`src/rtl/tree_route_pkg.sv`:
```
package tree_route_pkg;
   typedef enum logic [1:0] {
      PH_IDLE = 2'd0,
      PH_SELF = 2'd1,
      PH_UP   = 2'd2,
      PH_DOWN = 2'd3
   } phase_e;
endpackage

```
`src/rtl/tree_lca_detect.sv`:
```
module tree_lca_detect #(
   parameter int RADIX  = 4,
   parameter int LEVELS = 3
) (
   input  logic [LEVELS*$clog2(RADIX)-1:0] src,
   input  logic [LEVELS*$clog2(RADIX)-1:0] dst,
   output logic                            same,
   output logic [$clog2(LEVELS)-1:0]       top_idx
);
   localparam int DW    = $clog2(RADIX);
   localparam int IDX_W = $clog2(LEVELS);

   logic [LEVELS-1:0] dig_diff;

   // one comparator per digit position
   for (genvar j = 0; j < LEVELS; j++) begin : g_dig
      assign dig_diff[j] = |(src[j*DW +: DW] ^ dst[j*DW +: DW]);
   end

   // ascending scan: the highest differing digit wins
   always_comb begin
      top_idx = '0;
      for (int j = 0; j < LEVELS; j++) begin
         if (dig_diff[j]) top_idx = IDX_W'(j);
      end
   end

   assign same = ~|dig_diff;
endmodule

```
`src/rtl/tree_hop_seq.sv`:
```
module tree_hop_seq
   import tree_route_pkg::*;
#(
   parameter int RADIX  = 4,
   parameter int LEVELS = 3
) (
   input  logic                            clk,
   input  logic                            rst_n,
   input  logic                            start,
   input  logic                            start_self,
   input  logic [$clog2(LEVELS)-1:0]       start_lvl,
   input  logic [LEVELS*$clog2(RADIX)-1:0] start_dst,
   input  logic                            hop_ready,
   output logic                            busy,
   output logic                            hop_valid,
   output logic [$clog2(RADIX):0]          hop_port,
   output logic                            hop_last,
   output logic                            hop_empty
);
   localparam int DW    = $clog2(RADIX);
   localparam int AW    = LEVELS*DW;
   localparam int IDX_W = $clog2(LEVELS);
   localparam int CNT_W = $clog2(LEVELS+1);

   phase_e            phase;
   logic [CNT_W-1:0]  up_left;
   logic [IDX_W-1:0]  down_idx;
   logic [AW-1:0]     dst_q;
   logic [DW-1:0]     cur_dig;
   logic              fire;

   always_comb begin
      cur_dig = '0;
      for (int j = 0; j < LEVELS; j++) begin
         if (IDX_W'(j) == down_idx) cur_dig = dst_q[j*DW +: DW];
      end
   end

   assign busy      = (phase != PH_IDLE);
   assign hop_valid = busy;
   assign fire      = hop_valid && hop_ready;
   assign hop_empty = (phase == PH_SELF);
   assign hop_last  = (phase == PH_SELF) || ((phase == PH_DOWN) && (down_idx == '0));

   always_comb begin
      unique case (phase)
         PH_UP:   hop_port = {1'b1, {DW{1'b0}}};
         PH_DOWN: hop_port = {1'b0, cur_dig};
         default: hop_port = '0;
      endcase
   end

   always_ff @(posedge clk) begin
      if (!rst_n) begin
         phase    <= PH_IDLE;
         up_left  <= '0;
         down_idx <= '0;
         dst_q    <= '0;
      end else begin
         unique case (phase)
            PH_IDLE: if (start) begin
               dst_q    <= start_dst;
               down_idx <= start_lvl;
               up_left  <= CNT_W'(start_lvl) + CNT_W'(1);
               phase    <= start_self ? PH_SELF : PH_UP;
            end
            PH_SELF: if (fire) phase <= PH_IDLE;
            PH_UP: if (fire) begin
               up_left <= up_left - CNT_W'(1);
               if (up_left == CNT_W'(1)) phase <= PH_DOWN;
            end
            PH_DOWN: if (fire) begin
               if (down_idx == '0) phase <= PH_IDLE;
               else down_idx <= down_idx - IDX_W'(1);
            end
            default: phase <= PH_IDLE;
         endcase
      end
   end
endmodule

```
`src/rtl/tree_route_unit.sv`:
```
module tree_route_unit #(
   parameter int RADIX  = 4,
   parameter int LEVELS = 3
) (
   input  logic                            clk,
   input  logic                            rst_n,
   input  logic                            req_valid,
   output logic                            req_ready,
   input  logic [LEVELS*$clog2(RADIX)-1:0] req_src,
   input  logic [LEVELS*$clog2(RADIX)-1:0] req_dst,
   output logic                            hop_valid,
   input  logic                            hop_ready,
   output logic [$clog2(RADIX):0]          hop_port,
   output logic                            hop_last,
   output logic                            hop_empty
);
   localparam int IDX_W = $clog2(LEVELS);

   if (RADIX < 2 || (RADIX & (RADIX - 1)) != 0) begin : g_bad_radix
      $error("tree_route_unit: RADIX must be a power of two, at least 2");
   end
   if (LEVELS < 2) begin : g_bad_levels
      $error("tree_route_unit: LEVELS must be at least 2");
   end

   logic             busy;
   logic             same;
   logic [IDX_W-1:0] top_idx;

   assign req_ready = !busy;

   tree_lca_detect #(.RADIX(RADIX), .LEVELS(LEVELS)) u_lca (
      .src     (req_src),
      .dst     (req_dst),
      .same    (same),
      .top_idx (top_idx)
   );

   tree_hop_seq #(.RADIX(RADIX), .LEVELS(LEVELS)) u_seq (
      .clk        (clk),
      .rst_n      (rst_n),
      .start      (req_valid && req_ready),
      .start_self (same),
      .start_lvl  (top_idx),
      .start_dst  (req_dst),
      .hop_ready  (hop_ready),
      .busy       (busy),
      .hop_valid  (hop_valid),
      .hop_port   (hop_port),
      .hop_last   (hop_last),
      .hop_empty  (hop_empty)
   );
endmodule

```
`config.mk`:
```
export PLATFORM = sky130hd
export DESIGN_NAME = tree_route_unit
export DESIGN_NICKNAME = d
export VERILOG_FILES = /design/src/rtl/tree_route_pkg.sv /design/src/rtl/tree_lca_detect.sv /design/src/rtl/tree_hop_seq.sv /design/src/rtl/tree_route_unit.sv
export SDC_FILE = /design/constraint.sdc
export NUM_CORES = 1
export LEC_CHECK = 0
export BUFFER_PORTS_ARGS = -buffer_cell sky130_fd_sc_hd__clkbuf_2
export CAP_MARGIN = 20
export CORE_UTILIZATION = 44
export CTS_CLUSTER_DIAMETER = 120
export CTS_CLUSTER_SIZE = 25
export DETAILED_ROUTE_END_ITERATION = 6
export PLACE_DENSITY_LB_ADDON = 0.25
export SYNTH_ARGS = -nofsm -noshare
export SYNTH_HDL_FRONTEND = slang
export SYNTH_SLANG_ARGS = --single-unit
```
`constraint.sdc`:
```
create_clock -name clk -period 1.4 [get_ports clk]
set_input_delay 0.14 -clock clk [delete_from_list [all_inputs] [get_ports clk]]
set_output_delay 0.14 -clock clk [all_outputs]
set_load 0.005 [all_outputs]
```
==> results.py <==
metrics = {
    "run_status": {
        "status": "finished with violations",
        "failed_checks": "DRC, setup timing",
    },
    "placement": {
        "hpwl_um": 1400,
        "io_buffers": 22,
        "dpl_cell_area_um2": 941,
        "routabilityCongestion": 0.816,
    },
    "finish": {
        "drive_above_1_share_pct": 40.2,
        "final_common_cell": "clkbuf_2",
        "fillers": 138,
        "syn2layout_area_growth_pct": 37.6,
        "diodes": 0,
        "seq_area_um2": 249,
        "multi_input_area_um2": 527,
        "design_area_um2": 1050,
        "finalNetCount": 148,
        "mostFrequentLayoutCells": "clkbuf_2, nor2_1, nand2_1",
    },
    "clock_network": {
        "clkSlewWorstSetupHoldPaths_ps": 80,
        "clockRootBuffer": "clkbuf_4",
        "cts_tree": "built",
        "worstSkewPairLatency_ps": 270,
        "cts.sinks": 12,
        "cts_max_path_buffers": 2,
        "holdBufCountCts": 0,
        "h-tree-depth": 1,
        "cts_buffers": 3,
    },
    "run": {
        "drv_cap": 0,
    },
    "grt": {
        "antenna_found_initial": 0,
        "grt_max_degree": 13,
        "track_usage_pct": 23.2,
        "gr-total-overflow": 0,
        "grt_pass1_wl_um": 3170,
        "first_global_vias": 741,
    },
    "setup_path": {
        "worstSetupStartpointType": "flip-flop",
        "crit_type": "reg -> out",
        "end_kind": "output pin",
        "crit_fanout": 4,
        "crit_required_ps": 1260,
        "arrival_ps": 1430,
    },
    "synth": {
        "synth_top_family_by_area": "simple AND/OR/NAND/NOR gates",
        "syn_inst": 94,
        "synthDistinctLibCells": 31,
        "synth.avg_cell_area_um2": 8.13,
        "synth_compound_area_share_pct": 18.2,
        "ys_seq_area_share_pct": 31.4,
        "synth_area_um2": 764,
        "synth_warnings": 0,
        "yosys_register_bits": 12,
        "synth_xor_area_share_pct": 6.87,
        "muxShareOfSynthArea_pct": 10.6,
        "yosys.area_share.adder_pct": 6.55,
        "synthSimpleGateAreaFrac_pct": 21.3,
        "synth_nets": 114,
    },
    "power": {
        "p_switching_w": 0.000332,
        "clockPowerShare_pct": 26.3,
        "leakagePower_nw": 0.473,
        "p_sw_share_pct": 31.5,
        "p_int_w": 0.000723,
        "power_frac_comb_pct": 34.9,
        "vdd_ir_drop_max_mv": 0.785,
        "p_seq_share_pct": 38.8,
        "total_power_w": 0.00105,
        "pwr_density_cell_nw_per_um2": 1000,
    },
    "die": {
        "die-height_um": 43.7,
        "dieArea_um2": 1910,
        "core_um2": 1560,
        "io_pins": 23,
        "die_x_um": 43.7,
        "start_util_pct": 49.0,
        "rows": 14,
    },
    "routing": {
        "num_vias": 796,
        "drtIter0Drc": 32,
        "drc": 1,
        "first_pass_iters": 6,
        "viasPerCell": 5.57,
        "wl_um": 1980,
        "ant_nets": 0,
        "wl_per_cell_um": 13.9,
    },
    "timing": {
        "period_share_pct": 112,
        "maxSlewViolCount": 0,
        "hold_violations": 0,
        "worst_slew_pin_slew_ps": 513,
        "maxClockFrequency_ghz": 0.638,
        "setup_violations": 3,
        "period_minus_slack_ps": 1570,
        "max_slew_margin_pct": 65.7,
        "setup_ws_ps": -168,
        "finClkSkew_ps": 0.162,
        "rsz0062_at_grt": "yes",
    },
    "min_path": {
        "min_path_type": "in -> reg",
    },
}
## cell families (layout without fill, tap and decap cells)
| family | after synthesis | after routing |
|---|---|---|
| AND/OR/NAND/NOR | 34 | 34 |
| multiplexers | 8 | 8 |
| XOR/XNOR | 6 | 6 |
| buffers and inverters | 10 | 43 |
| AO/OA/AOI/OAI | 20 | 20 |
| flip-flops | 12 | 12 |
| adder cells (fa/ha/maj) | 4 | 4 |
## worst max-delay path, cell delays in order (launching register included)
cell and delay, ps:
dfxtp_4 380, inv_4 50, ha_4 170, nand3b_1 170, a21oi_2 140, a21oi_1 50
nor2_1 90, buf_2 120
## registers in the layout, summed over array words and instances (netlist names)
name / count
u_seq.dst_q: 6
u_seq.down_idx: 2
u_seq.phase: 2
u_seq.up_left: 2
## routing by layer
layer / vias to the layer above / share of wire (%) / GRT usage [%]
li1: 393 / - / -
met1: 360 / 40 / 26.4
met2: 39 / 51 / 40.9
met3: 4 / 6.7 / 4.58
met4: 0 / 1.6 / 11.3
met5: - / 0 / 0
## layout make-up
cell class              instances  share of cell area [%]
clock buffers                   4                    3.45
inverters                       7                    2.97
multi-input cells              72                    50.1
flip-flops and latches         12                    23.7
well taps                      16                    1.90
repair buffers                 32                    18.0
## cell usage after synthesis
library cell	number	area [µm²]
nor2_1	13	48.8
a222oi_1	1	10.0
nor2b_1	2	12.5
nor2_2	1	6.26
nor4_1	1	6.26
or4_4	1	11.3
nand2b_1	2	12.5
mux2i_1	7	70.1
nand3b_1	3	22.5
xor2_1	2	17.5
a31oi_1	1	6.26
ha_1	4	50.1
o21ai_0	1	5.00
nand2_1	10	37.5
a211oi_2	1	12.5
clkbuf_1	2	7.51
buf_2	1	5.00
o21bai_1	1	7.51
dfxtp_1	12	240
o22ai_1	2	12.5
a21boi_0	1	7.51
o32ai_1	1	8.76
nand3_1	1	5.00
a31o_1	1	8.76
mux2_2	1	11.3
a211o_1	1	8.76
inv_1	7	26.3
o211ai_1	1	7.51
a21oi_1	7	35.0
xnor2_1	4	35.0
a221oi_1	1	8.76
## per-stage QoR
stage                     hold WS, ps  std cells  TNS (ps)  setup WS [ps]  utilization, %
after global routing              157        143      -697           -260            67.5
final                             139        143      -357           -168            67.5
after CTS                         142        142      -244           -125            66.4
after floorplan                   274         94         0           26.0               -
after global placement            409        136    -0.672         -0.672            60.4
after detailed placement          428        136     -13.4          -13.0            60.4
## worst paths after layout
check / startpoint / endpoint / slack (ps) / cells past startpoint
max reg2reg: u_seq.down_idx[1]$_SDFFE_PN0P_ / u_seq.phase[0]$_SDFFE_PN0P_ / 20 / 6
min: req_dst[4] / u_seq.dst_q[4]$_SDFFE_PN0P_ / 140 / 3
max: u_seq.down_idx[1]$_SDFFE_PN0P_ / hop_port[0] / -170 / 7
min reg2reg: u_seq.dst_q[4]$_SDFFE_PN0P_ / u_seq.dst_q[4]$_SDFFE_PN0P_ / 500 / 2
## power groups by stage
| stage | Sequential, W | Clock [W] | Combinational, W |
|---|---|---|---|
| floorplan | 0.000404 | 0 | 0.000206 |
| global placement | 0.000411 | 0 | 0.000310 |
| detailed placement | 0.000412 | 0 | 0.000320 |
| CTS | 0.000408 | 0.000284 | 0.000351 |
| global route | 0.000414 | 0.000301 | 0.000403 |
| finish | 0.000410 | 0.000277 | 0.000368 |
## repair_timing
| item | in CTS | in global routing |
|---|---|---|
| pin swaps | 3 | 5 |
| buffers inserted | 2 | 1 |
| endpoints found under the setup margin | 6 | 11 |
| resized for setup | 15 | 6 |
(Power assumes the default switching activity.)
